[config.mk]
export PLATFORM = sky130hd
export DESIGN_NAME = pll_nm_search
export DESIGN_NICKNAME = d
export VERILOG_FILES = /design/src/rtl/pll_srch_pkg.sv /design/src/rtl/pll_srch_div.sv /design/src/rtl/pll_srch_minsel.sv /design/src/rtl/pll_nm_search.sv
export SDC_FILE = /design/constraint.sdc
export NUM_CORES = 2
export LEC_CHECK = 0
export ABC_AREA = 0
export BUFFER_PORTS_ARGS = -buffer_cell sky130_fd_sc_hd__clkbuf_2
export CORE_AREA = 2 2 303 230
export CTS_CLUSTER_DIAMETER = 30
export DETAILED_ROUTE_END_ITERATION = 12
export DIE_AREA = 0 0 305 232
export PLACE_DENSITY = 0.75
export SLEW_MARGIN = 15
export SYNTH_ARGS = -nofsm -noshare
export SYNTH_HDL_FRONTEND = slang
export SYNTH_SLANG_ARGS = --single-unit
[constraint.sdc]
create_clock -name clk -period 9.4 [get_ports clk]
set_input_delay 0.94 -clock clk [delete_from_list [all_inputs] [get_ports clk]]
set_output_delay 0.94 -clock clk [all_outputs]
set_load 0.01 [all_outputs]
[src/rtl/pll_srch_pkg.sv]
package pll_srch_pkg;
   typedef enum logic [2:0] {
      ST_IDLE,   // waiting for start
      ST_NLO,    // ref / fint_max
      ST_NHI,    // ref / fint_min
      ST_FINT,   // ref / n
      ST_MLO,    // dco_min / fint
      ST_MREQ,   // requested ceiling / fint
      ST_MHW,    // hardware ceiling / fint
      ST_SHOW    // candidate offered
   } srch_state_t;
endpackage

[src/rtl/pll_srch_div.sv]
module pll_srch_div #(
   parameter int W = 32
) (
   input  logic         clk,
   input  logic         rst_n,
   input  logic         go,
   input  logic [W-1:0] dividend,
   input  logic [W-1:0] divisor,
   output logic         done,
   output logic [W-1:0] quo,
   output logic [W-1:0] rem
);
   localparam int CW = $clog2(W + 1);

   logic [W-1:0]  q_r, r_r, d_r;
   logic [CW-1:0] cnt;
   logic          done_r;
   logic [W:0]    shifted, trial;

   assign shifted = {r_r, q_r[W-1]};
   assign trial   = shifted - {1'b0, d_r};

   always_ff @(posedge clk or negedge rst_n) begin
      if (!rst_n) begin
         q_r    <= '0;
         r_r    <= '0;
         d_r    <= '0;
         cnt    <= '0;
         done_r <= 1'b0;
      end else begin
         done_r <= 1'b0;
         if (go) begin
            q_r <= dividend;
            r_r <= '0;
            d_r <= divisor;
            cnt <= CW'(W);
         end else if (cnt != '0) begin
            if (!trial[W]) begin
               r_r <= trial[W-1:0];
               q_r <= {q_r[W-2:0], 1'b1};
            end else begin
               r_r <= shifted[W-1:0];
               q_r <= {q_r[W-2:0], 1'b0};
            end
            cnt    <= cnt - 1'b1;
            done_r <= (cnt == CW'(1));
         end
      end
   end

   assign done = done_r;
   assign quo  = q_r;
   assign rem  = r_r;

   // a finished division leaves a remainder below the divisor
   assert_rem_below_divisor_R2: assert property (@(posedge clk) disable iff (!rst_n)
      (done_r && d_r != '0) |-> (r_r < d_r));
   assert_done_single_R2: assert property (@(posedge clk) disable iff (!rst_n)
      done_r |=> !done_r);
endmodule

[src/rtl/pll_srch_minsel.sv]
module pll_srch_minsel #(
   parameter int W = 32,
   parameter int K = 3
) (
   input  logic [K-1:0][W-1:0] vals,
   output logic [W-1:0]        lo
);
   logic [W-1:0] acc [K];

   assign acc[0] = vals[0];
   for (genvar i = 1; i < K; i++) begin : g_reduce
      assign acc[i] = (vals[i] < acc[i-1]) ? vals[i] : acc[i-1];
   end
   assign lo = acc[K-1];

   if (K < 1) begin : g_bad_k
      $error("pll_srch_minsel needs K >= 1");
   end
endmodule

[src/rtl/pll_nm_search.sv]
module pll_nm_search
   import pll_srch_pkg::*;
#(
   parameter int FW = 32,
   parameter int NW = 8,
   parameter int MW = 12
) (
   input  logic          clk,
   input  logic          rst_n,
   input  logic          start,
   input  logic [FW-1:0] ref_freq,
   input  logic [FW-1:0] fint_min,
   input  logic [FW-1:0] fint_max,
   input  logic [FW-1:0] dco_min,
   input  logic [FW-1:0] dco_max,
   input  logic [FW-1:0] dco_hw_max,
   input  logic [NW-1:0] n_max,
   input  logic [MW-1:0] m_max,
   input  logic          accept,
   input  logic          reject,
   output logic          busy,
   output logic          done,
   output logic          found,
   output logic          cand_valid,
   output logic [NW-1:0] cand_n,
   output logic [MW-1:0] cand_m,
   output logic [FW-1:0] cand_fint,
   output logic [FW-1:0] cand_dco
);
   localparam logic [FW-1:0] ONE = FW'(1);

   if (NW > FW || MW > FW || FW < 4) begin : g_bad_width
      $error("pll_nm_search: NW and MW must not exceed FW, FW >= 4");
   end

   srch_state_t   st;
   logic          issue, busy_r, done_r, found_r;
   logic [FW-1:0] n_r, n_stop_r, m_r, m_stop_r, m_req_r, fint_r;

   // divider operand selection
   logic [FW-1:0] dvd, dvs, quo, rem, dmax_eff;
   logic          div_done;

   assign dmax_eff = (dco_max == '0) ? '1 : dco_max;

   always_comb begin
      dvd = '0;
      dvs = ONE;
      unique case (st)
         ST_NLO:  begin dvd = ref_freq;   dvs = fint_max; end
         ST_NHI:  begin dvd = ref_freq;   dvs = fint_min; end
         ST_FINT: begin dvd = ref_freq;   dvs = n_r;      end
         ST_MLO:  begin dvd = dco_min;    dvs = fint_r;   end
         ST_MREQ: begin dvd = dmax_eff;   dvs = fint_r;   end
         ST_MHW:  begin dvd = dco_hw_max; dvs = fint_r;   end
         default: ;
      endcase
   end

   pll_srch_div #(.W(FW)) u_div (
      .clk(clk), .rst_n(rst_n), .go(issue), .dividend(dvd), .divisor(dvs),
      .done(div_done), .quo(quo), .rem(rem)
   );

   // ceiling forms of the current quotient
   logic [FW:0]   ceil_q, half_up;
   logic [FW-1:0] n_start_v, m_start_v, n_stop_v, m_stop_v;

   assign ceil_q    = {1'b0, quo} + {{FW{1'b0}}, (rem != '0)};
   assign half_up   = (ceil_q + (FW+1)'(1)) >> 1;
   assign n_start_v = (ceil_q[FW-1:0] == '0) ? ONE : ceil_q[FW-1:0];
   assign m_start_v = (half_up[FW-1:0] == '0) ? ONE : half_up[FW-1:0];

   pll_srch_minsel #(.W(FW), .K(2)) u_nstop (
      .vals({FW'(n_max), quo}), .lo(n_stop_v)
   );
   pll_srch_minsel #(.W(FW), .K(3)) u_mstop (
      .vals({FW'(m_max), quo >> 1, m_req_r}), .lo(m_stop_v)
   );

   always_ff @(posedge clk or negedge rst_n) begin
      if (!rst_n) begin
         st       <= ST_IDLE;
         issue    <= 1'b0;
         busy_r   <= 1'b0;
         done_r   <= 1'b0;
         found_r  <= 1'b0;
         n_r      <= ONE;
         n_stop_r <= '0;
         m_r      <= ONE;
         m_stop_r <= '0;
         m_req_r  <= '0;
         fint_r   <= ONE;
      end else begin
         issue  <= 1'b0;
         done_r <= 1'b0;
         unique case (st)
            ST_IDLE: if (start) begin
               busy_r  <= 1'b1;
               found_r <= 1'b0;
               st      <= ST_NLO;
               issue   <= 1'b1;
            end
            ST_NLO: if (div_done) begin
               n_r   <= n_start_v;
               st    <= ST_NHI;
               issue <= 1'b1;
            end
            ST_NHI: if (div_done) begin
               n_stop_r <= n_stop_v;
               if (n_r > n_stop_v) begin
                  st     <= ST_IDLE;
                  busy_r <= 1'b0;
                  done_r <= 1'b1;
               end else begin
                  st    <= ST_FINT;
                  issue <= 1'b1;
               end
            end
            ST_FINT: if (div_done) begin
               fint_r <= quo;
               st     <= ST_MLO;
               issue  <= 1'b1;
            end
            ST_MLO: if (div_done) begin
               m_r   <= m_start_v;
               st    <= ST_MREQ;
               issue <= 1'b1;
            end
            ST_MREQ: if (div_done) begin
               m_req_r <= quo >> 1;
               st      <= ST_MHW;
               issue   <= 1'b1;
            end
            ST_MHW: if (div_done) begin
               m_stop_r <= m_stop_v;
               if (m_r <= m_stop_v) begin
                  st <= ST_SHOW;
               end else if (n_r == n_stop_r) begin
                  st     <= ST_IDLE;
                  busy_r <= 1'b0;
                  done_r <= 1'b1;
               end else begin
                  n_r   <= n_r + ONE;
                  st    <= ST_FINT;
                  issue <= 1'b1;
               end
            end
            ST_SHOW: begin
               if (accept) begin
                  st      <= ST_IDLE;
                  busy_r  <= 1'b0;
                  done_r  <= 1'b1;
                  found_r <= 1'b1;
               end else if (reject) begin
                  if (m_r != m_stop_r) begin
                     m_r <= m_r + ONE;
                  end else if (n_r == n_stop_r) begin
                     st     <= ST_IDLE;
                     busy_r <= 1'b0;
                     done_r <= 1'b1;
                  end else begin
                     n_r   <= n_r + ONE;
                     st    <= ST_FINT;
                     issue <= 1'b1;
                  end
               end
            end
            default: st <= ST_IDLE;
         endcase
      end
   end

   assign busy       = busy_r;
   assign done       = done_r;
   assign found      = found_r;
   assign cand_valid = (st == ST_SHOW);
   assign cand_n     = n_r[NW-1:0];
   assign cand_m     = m_r[MW-1:0];
   assign cand_fint  = fint_r;
   assign cand_dco   = (m_r * fint_r) << 1;

   // an unanswered candidate stays put
   assert_cand_hold_R8: assert property (@(posedge clk) disable iff (!rst_n)
      (cand_valid && !accept && !reject) |=>
         (cand_valid && $stable(cand_n) && $stable(cand_m) && $stable(cand_fint)));
   // candidates only during a search, done is a single pulse
   assert_valid_in_busy_R12: assert property (@(posedge clk) disable iff (!rst_n)
      cand_valid |-> busy);
   assert_done_pulse_R12: assert property (@(posedge clk) disable iff (!rst_n)
      done |=> !done);
   // found only appears together with the end of a search
   assert_found_with_done_R9: assert property (@(posedge clk) disable iff (!rst_n)
      $rose(found) |-> done);
   // shown N lies inside hardware limits
   assert_n_in_range_R1: assert property (@(posedge clk) disable iff (!rst_n)
      cand_valid |-> (cand_n != '0 && cand_n <= n_max));
   // shown M never exceeds the hardware maximum
   assert_m_in_range_R4: assert property (@(posedge clk) disable iff (!rst_n)
      cand_valid |-> (cand_m != '0 && cand_m <= m_max));
endmodule

### Yosys cells after proc, flatten, opt, wreduce, memory -nomap -nowiden

Cells that the tools add are included.

| word-level totals | value |
|---|---|
| bits in read-only memories | 0 |
| latch bits | 0 |
| word-level logic and storage cells | 155 |
| register bits after elaboration | 301 |
| output and inout bits | 88 |
| memories kept | 0 |
| memory bits (writable) | 0 |

| operators by class | value |
|---|---|
| reduce and logical (&&, ||, !) cells | 23 |
| add/sub/neg operators | 6 |
| bitwise operators | 0 |
| div/mod/pow operators | 0 |
| magnitude comparators | 5 |
| shift-type cells | 0 |
| muxes and demuxes | 78 |
| $mul | 1 |
| equal/unequal tests | 26 |

Operators by type and width:

| cell | count |
|---|---|
| $mux W32 | 21 |
| $pmux W32 S4 | 2 |
| $logic_not A32 Y1 | 3 |
| $pmux W32 S3 | 1 |
| $add A32 B1 Y32 const B | 2 |
| $pmux W32 S2 | 1 |
| $add A32 B1 Y33 | 1 |
| $add A33 B1 Y33 const B | 1 |
| $mux W3 | 11 |
| $sub A33 B32 Y33 | 1 |
| $eq A32 B32 Y1 | 1 |
| $gt A32 B32 Y1 | 1 |
| $le A32 B32 Y1 | 1 |
| $lt A12 B32 Y1 | 1 |
| $lt A8 B32 Y1 | 1 |
| $mul A32 B32 Y31 | 1 |
| $mux W1 | 32 |
| $ne A32 B32 Y1 | 1 |
| $reduce_bool A32 Y1 | 1 |
| $lt A31 B31 Y1 | 1 |
| $mux W31 | 1 |
| $pmux W3 S8 | 1 |
| $ne A2 B1 Y1 const B | 7 |
| $ne A2 B2 Y1 const B | 7 |
| 25 further kinds | 38 |

### Depth between registers and ports, before layout

| depth | value |
|---|---|
| depth in word-level cells | 8 |
| gate-level depth with buffers | 32 |

### By module

From an unflattened synthesis, not the netlist that was laid out.

| second synthesis, totals | value |
|---|---|
| cell total of the unflattened synthesis | 4687 |
| area total of the unflattened synthesis | 40033.4 sq um |

By module, submodules not included:

| module | sequential area each (sq um) | area an instance (sq um) | times used | cells each |
|---|---|---|---|---|
| pll_nm_search | 4958.5 | 29980.0 | 1 | 3516 |
| pll_srch_div | 2577.5 | 6371.1 | 1 | 718 |
| pll_srch_minsel at u_mstop | 0.0 | 2391.0 | 1 | 307 |
| pll_srch_minsel at u_nstop | 0.0 | 1291.2 | 1 | 146 |

### Worst setup path after synthesis

No wires, ideal clock.

| timing path | value |
|---|---|
| kind | register to output |
| start point | register m_r[13] |
| end point | output cand_dco[31] |
| stages on the path, launching flop included | 26 |
| data required time | 8460 ps |
| path slack | 1265 ps |
| arrival | 7195 ps |
| cell sequence | dfrtp_1 clkbuf_1 clkbuf_1 nand2_1 fa_1 inv_1 fa_1 fa_1 fa_1 fa_1 inv_1 fa_1 fa_1 fa_1 inv_1 ha_1 a21o_1 a21oi_1 nor2b_1 or2_2 a41oi_1 o21ai_0 a311oi_1 o21bai_1 a21oi_1 xnor2_1 |

| on the way | value |
|---|---|
| cells in the longest elaborated chain, start to end | 1 |

RTL lines:

| item | line | text |
|---|---|---|
| start: declaration | pll_nm_search.sv:38 | `logic [FW-1:0] n_r, n_stop_r, m_r, m_stop_r, m_req_r, fint_r;` |
| start signal: assignment | pll_nm_search.sv:126 | `m_r <= m_start_v;` |
| start signal: assignment | pll_nm_search.sv:157 | `m_r <= m_r + ONE;` |
| $mul A32 B32 Y31 | pll_nm_search.sv:181 | `assign cand_dco = (m_r * fint_r) << 1;` |
| end: declaration | pll_nm_search.sv:28 | `output logic [FW-1:0] cand_dco` |

Every way passes these cells.

### Worst setup path in the final report

| timing path | value |
|---|---|
| start point | register m_r[11] |
| end point | output cand_dco[31] |

The elaborated chain is that of the path after synthesis.

==> metrics.cfg <==
[synth]
synth_area_per_cell_um2=8.60
synth-seq-cells=300
yosys-top-cells-count=538 x nand2_1, 524 x inv_1, 381 x fa_1
synth.most_common_cell=nand2_1
yosys_warnings=0
syn-cell-area_um2=37100
synth.top_cell.area_share_pct=20.5
yosys.area.top_type=fa_1
synth_edf_count=0
ys_seq_area_share_pct=20.2
async_flop_share_pct=100
synth_cell_types=88
synth_ff_type=dfrtp_1
synthCells=4318
yosys-top-cells-area=fa_1 21%, dfrtp_1 20%, ha_1 9.1%

[sta]
finalHoldViolations=0
final.min_clock_period_ps=9370
slew-limit-headroom_pct=21.1
clock_skew_ps=22.5
tightest_slew_ps=1170
fin_hold_ws_ps=315
maxSlewViolCount=0
max_freq_ghz=0.107
finalCritPeriodShare_pct=99.6
setup_viol=0

[worst_hold_path]
worstHoldPathType=in -> async

[cts]
clockRootBuffer=clkbuf_16
cts_made_buffers=56
clkSinkCount=300
clkSlewWorstSetupHoldPaths_ps=60
cts_hold_buf=0
cts-htree-levels=2
clock_latency_ps=620
clockBufferDepth=3
tritoncts=yes

[worst_setup_path]
cp-startpoint=m_r[11]
critPathSlowestCell=fa_1
r2r_setup_slack_ps=1590
crit_arrival_ps=8430
r2r-start=u_div.quo[6]
cp.required_ps=8460
reg2reg_depth=24
regToRegEndpoint=n_r[12]
slowest_delay_ps=590
path_common_cell=fa_1
crit_path_end=cand_dco[31]
crit_path_end_kind=output pin
cp-start-kind=register
crit_chain=buf_4 -> buf_4 -> and2_1 -> fa_1 -> inv_1 -> fa_1 -> fa_1 -> inv_1 -> fa_1 -> inv_1 -> fa_1 -> fa_1 -> fa_1 -> fa_1 -> xnor2_1 -> xnor2_1 -> xnor2_2 -> xnor2_1 -> xnor2_1 -> xnor2_1 -> xnor2_1 -> buf_4 -> xnor2_1 -> clkbuf_2
path_class=reg -> out
critPathMaxFanout=11

[final_layout]
finalNetCount=5403
design_area_um2=41500
syn_to_final_growth_pct=11.9
drive_above_1_share_pct=14.1
fin_util_pct=61.3
fillers=5899
fin_cells=5480

[placement]
io_buffers=303
placed_area_um2=39500
dp_hpwl_um=101000
gp_congestion=1.01
dp.cells=5367

[global_route]
grt_usage_pct=37.6
grt_overflow=0
grt_pass1_wl_um=203000
antenna_found_initial=10
grt_pass1_vias=33500
grt_max_degree=166

[routing]
drc=0
first_pass_iters=6
vias_per_cell=6.13
vias=33600
wire_per_inst_um=24.0
drtIter0Drc=4168
wirelength_um=131000
ant_nets=0

[job]
cap_violations=0

[floorplan]
core_area_um2=67800
fp.dieH_um=232
initial_utilization_pct=54.7
io_pins=305
die_x_um=305
rows=83
die-area_um2=70800

[status]
status=complete, no violations

==> flip-flops by register name, indices dropped and copies added (netlist names) <==
name,count
u_div.done,1
u_div.cnt,6
found,1
u_div.rem,32
n_r,32
issue,1
u_div.quo,32
m_r,32
n_stop_r,32
st,3
m_stop_r,31
u_div.d_r,32
done,1
cand_fint,32
m_req_r,31
busy,1
==> what timing repair did <==
action,CTS,global route
pin swaps,0,0
endpoints found under the hold margin,0,0
resized for setup,5,23
buffers inserted,0,2
endpoints found under the setup margin,3,5
==> placed cells by master (no fill, tap or decap), types with 17 or more instances in the layout <==
| cell | synthesis | final |
|---|---|---|
| nor2_1 | 245 | 242 |
| and2_1 | 177 | 177 |
| clkbuf_2 | 2 | 302 |
| nor4_1 | 52 | 52 |
| ha_1 | 270 | 270 |
| inv_1 | 524 | 524 |
| o21ai_0 | 165 | 164 |
| and3_1 | 30 | 30 |
| a21o_1 | 67 | 67 |
| a21oi_1 | 261 | 260 |
| a211oi_1 | 35 | 34 |
| nor2b_1 | 19 | 19 |
| nand2_1 | 538 | 537 |
| a22o_1 | 36 | 36 |
| a221oi_1 | 33 | 33 |
| conb_1 | 2 | 44 |
| nand2b_1 | 17 | 17 |
| o211ai_1 | 17 | 17 |
| xor2_1 | 76 | 76 |
| nand3_1 | 65 | 64 |
| mux2_2 | 58 | 58 |
| dfrtp_1 | 297 | 274 |
| buf_4 | 31 | 107 |
| o22ai_1 | 52 | 52 |
| mux2i_1 | 74 | 74 |
| dfrtp_2 | 0 | 20 |
| fa_1 | 381 | 381 |
| clkbuf_16 | 0 | 57 |
| nor3_1 | 33 | 33 |
| xnor2_1 | 152 | 150 |
| o22a_1 | 47 | 47 |
| nand4_1 | 70 | 70 |
==> critical path: cells and delay by family (launching register included) <==
| family | cells | cell delay [ps] |
|---|---|---|
| flip-flops | 1 | 550 |
| adder cells (fa/ha/maj) | 8 | 4120 |
| AND/OR/NAND/NOR | 1 | 180 |
| XOR/XNOR | 8 | 1810 |
| buffers and inverters | 7 | 1120 |
==> stage by stage <==
step,setup TNS [ps],worst slack (ps)
3_3_place_gp,0,535
2_1_floorplan,0,1260
3_5_place_dp,0,392
6_report,0,34.7
5_1_grt,-37.1,-37.1
4_1_cts,0,59.6
==> logic make-up (layout without fill, tap and decap cells) <==
kind of cell | after synthesis | after routing | share of synthesized area [%]
mux | 132 | 132 | 3.75
flops | 300 | 300 | 20.2
simple gates | 1323 | 1323 | 17.2
xor+xnor | 231 | 231 | 5.51
compound gates | 856 | 856 | 15.0
fa+ha+maj | 651 | 651 | 29.6
other cells | 2 | 50 | 0.0202
buf+inv | 823 | 1045 | 8.68
==> how the worst min path moves through the flow <==
stage                     slack [ps]           end          from  depth (start not counted)
final                            310  u_div.cnt[0]         rst_n                          1
after global routing             370  u_div.cnt[4]         rst_n                          1
after CTS                        350  u_div.cnt[0]         rst_n                          1
after detailed placement         490  m_stop_r[29]  m_stop_r[29]                          1
after global placement           480   m_stop_r[3]   m_stop_r[3]                          2
after floorplan                  470  m_stop_r[10]  m_stop_r[10]                          2
==> cell type report <==
type	instances	area (µm²)	share of cell area (%)
multi-input cells	3237	26600	64.0
flip-flops and latches	300	7550	18.2
repair buffers	412	2360	5.68
inverters	528	1980	4.77
clock buffers	65	1480	3.55
well taps	892	1120	2.69
clock inverters	40	443	1.07
diodes	6	15.0	0.0361
==> metal layers <==
| metal | global-route usage [%] | part of all wire (%) | vias up | wire length [µm] |
|---|---|---|---|---|
| met5 | 0 | 0.036 | - | 47 |
| met4 | 13.9 | 4.4 | 8 | 5730 |
| met3 | 13.9 | 15 | 373 | 19100 |
| met2 | 52.7 | 40 | 2055 | 52600 |
| met1 | 52.8 | 41 | 16300 | 53900 |
| li1 | - | - | 14900 | - |
Power is not shown: default switching activity piles up to over one toggle a cycle in this logic, so the estimate is an artifact.
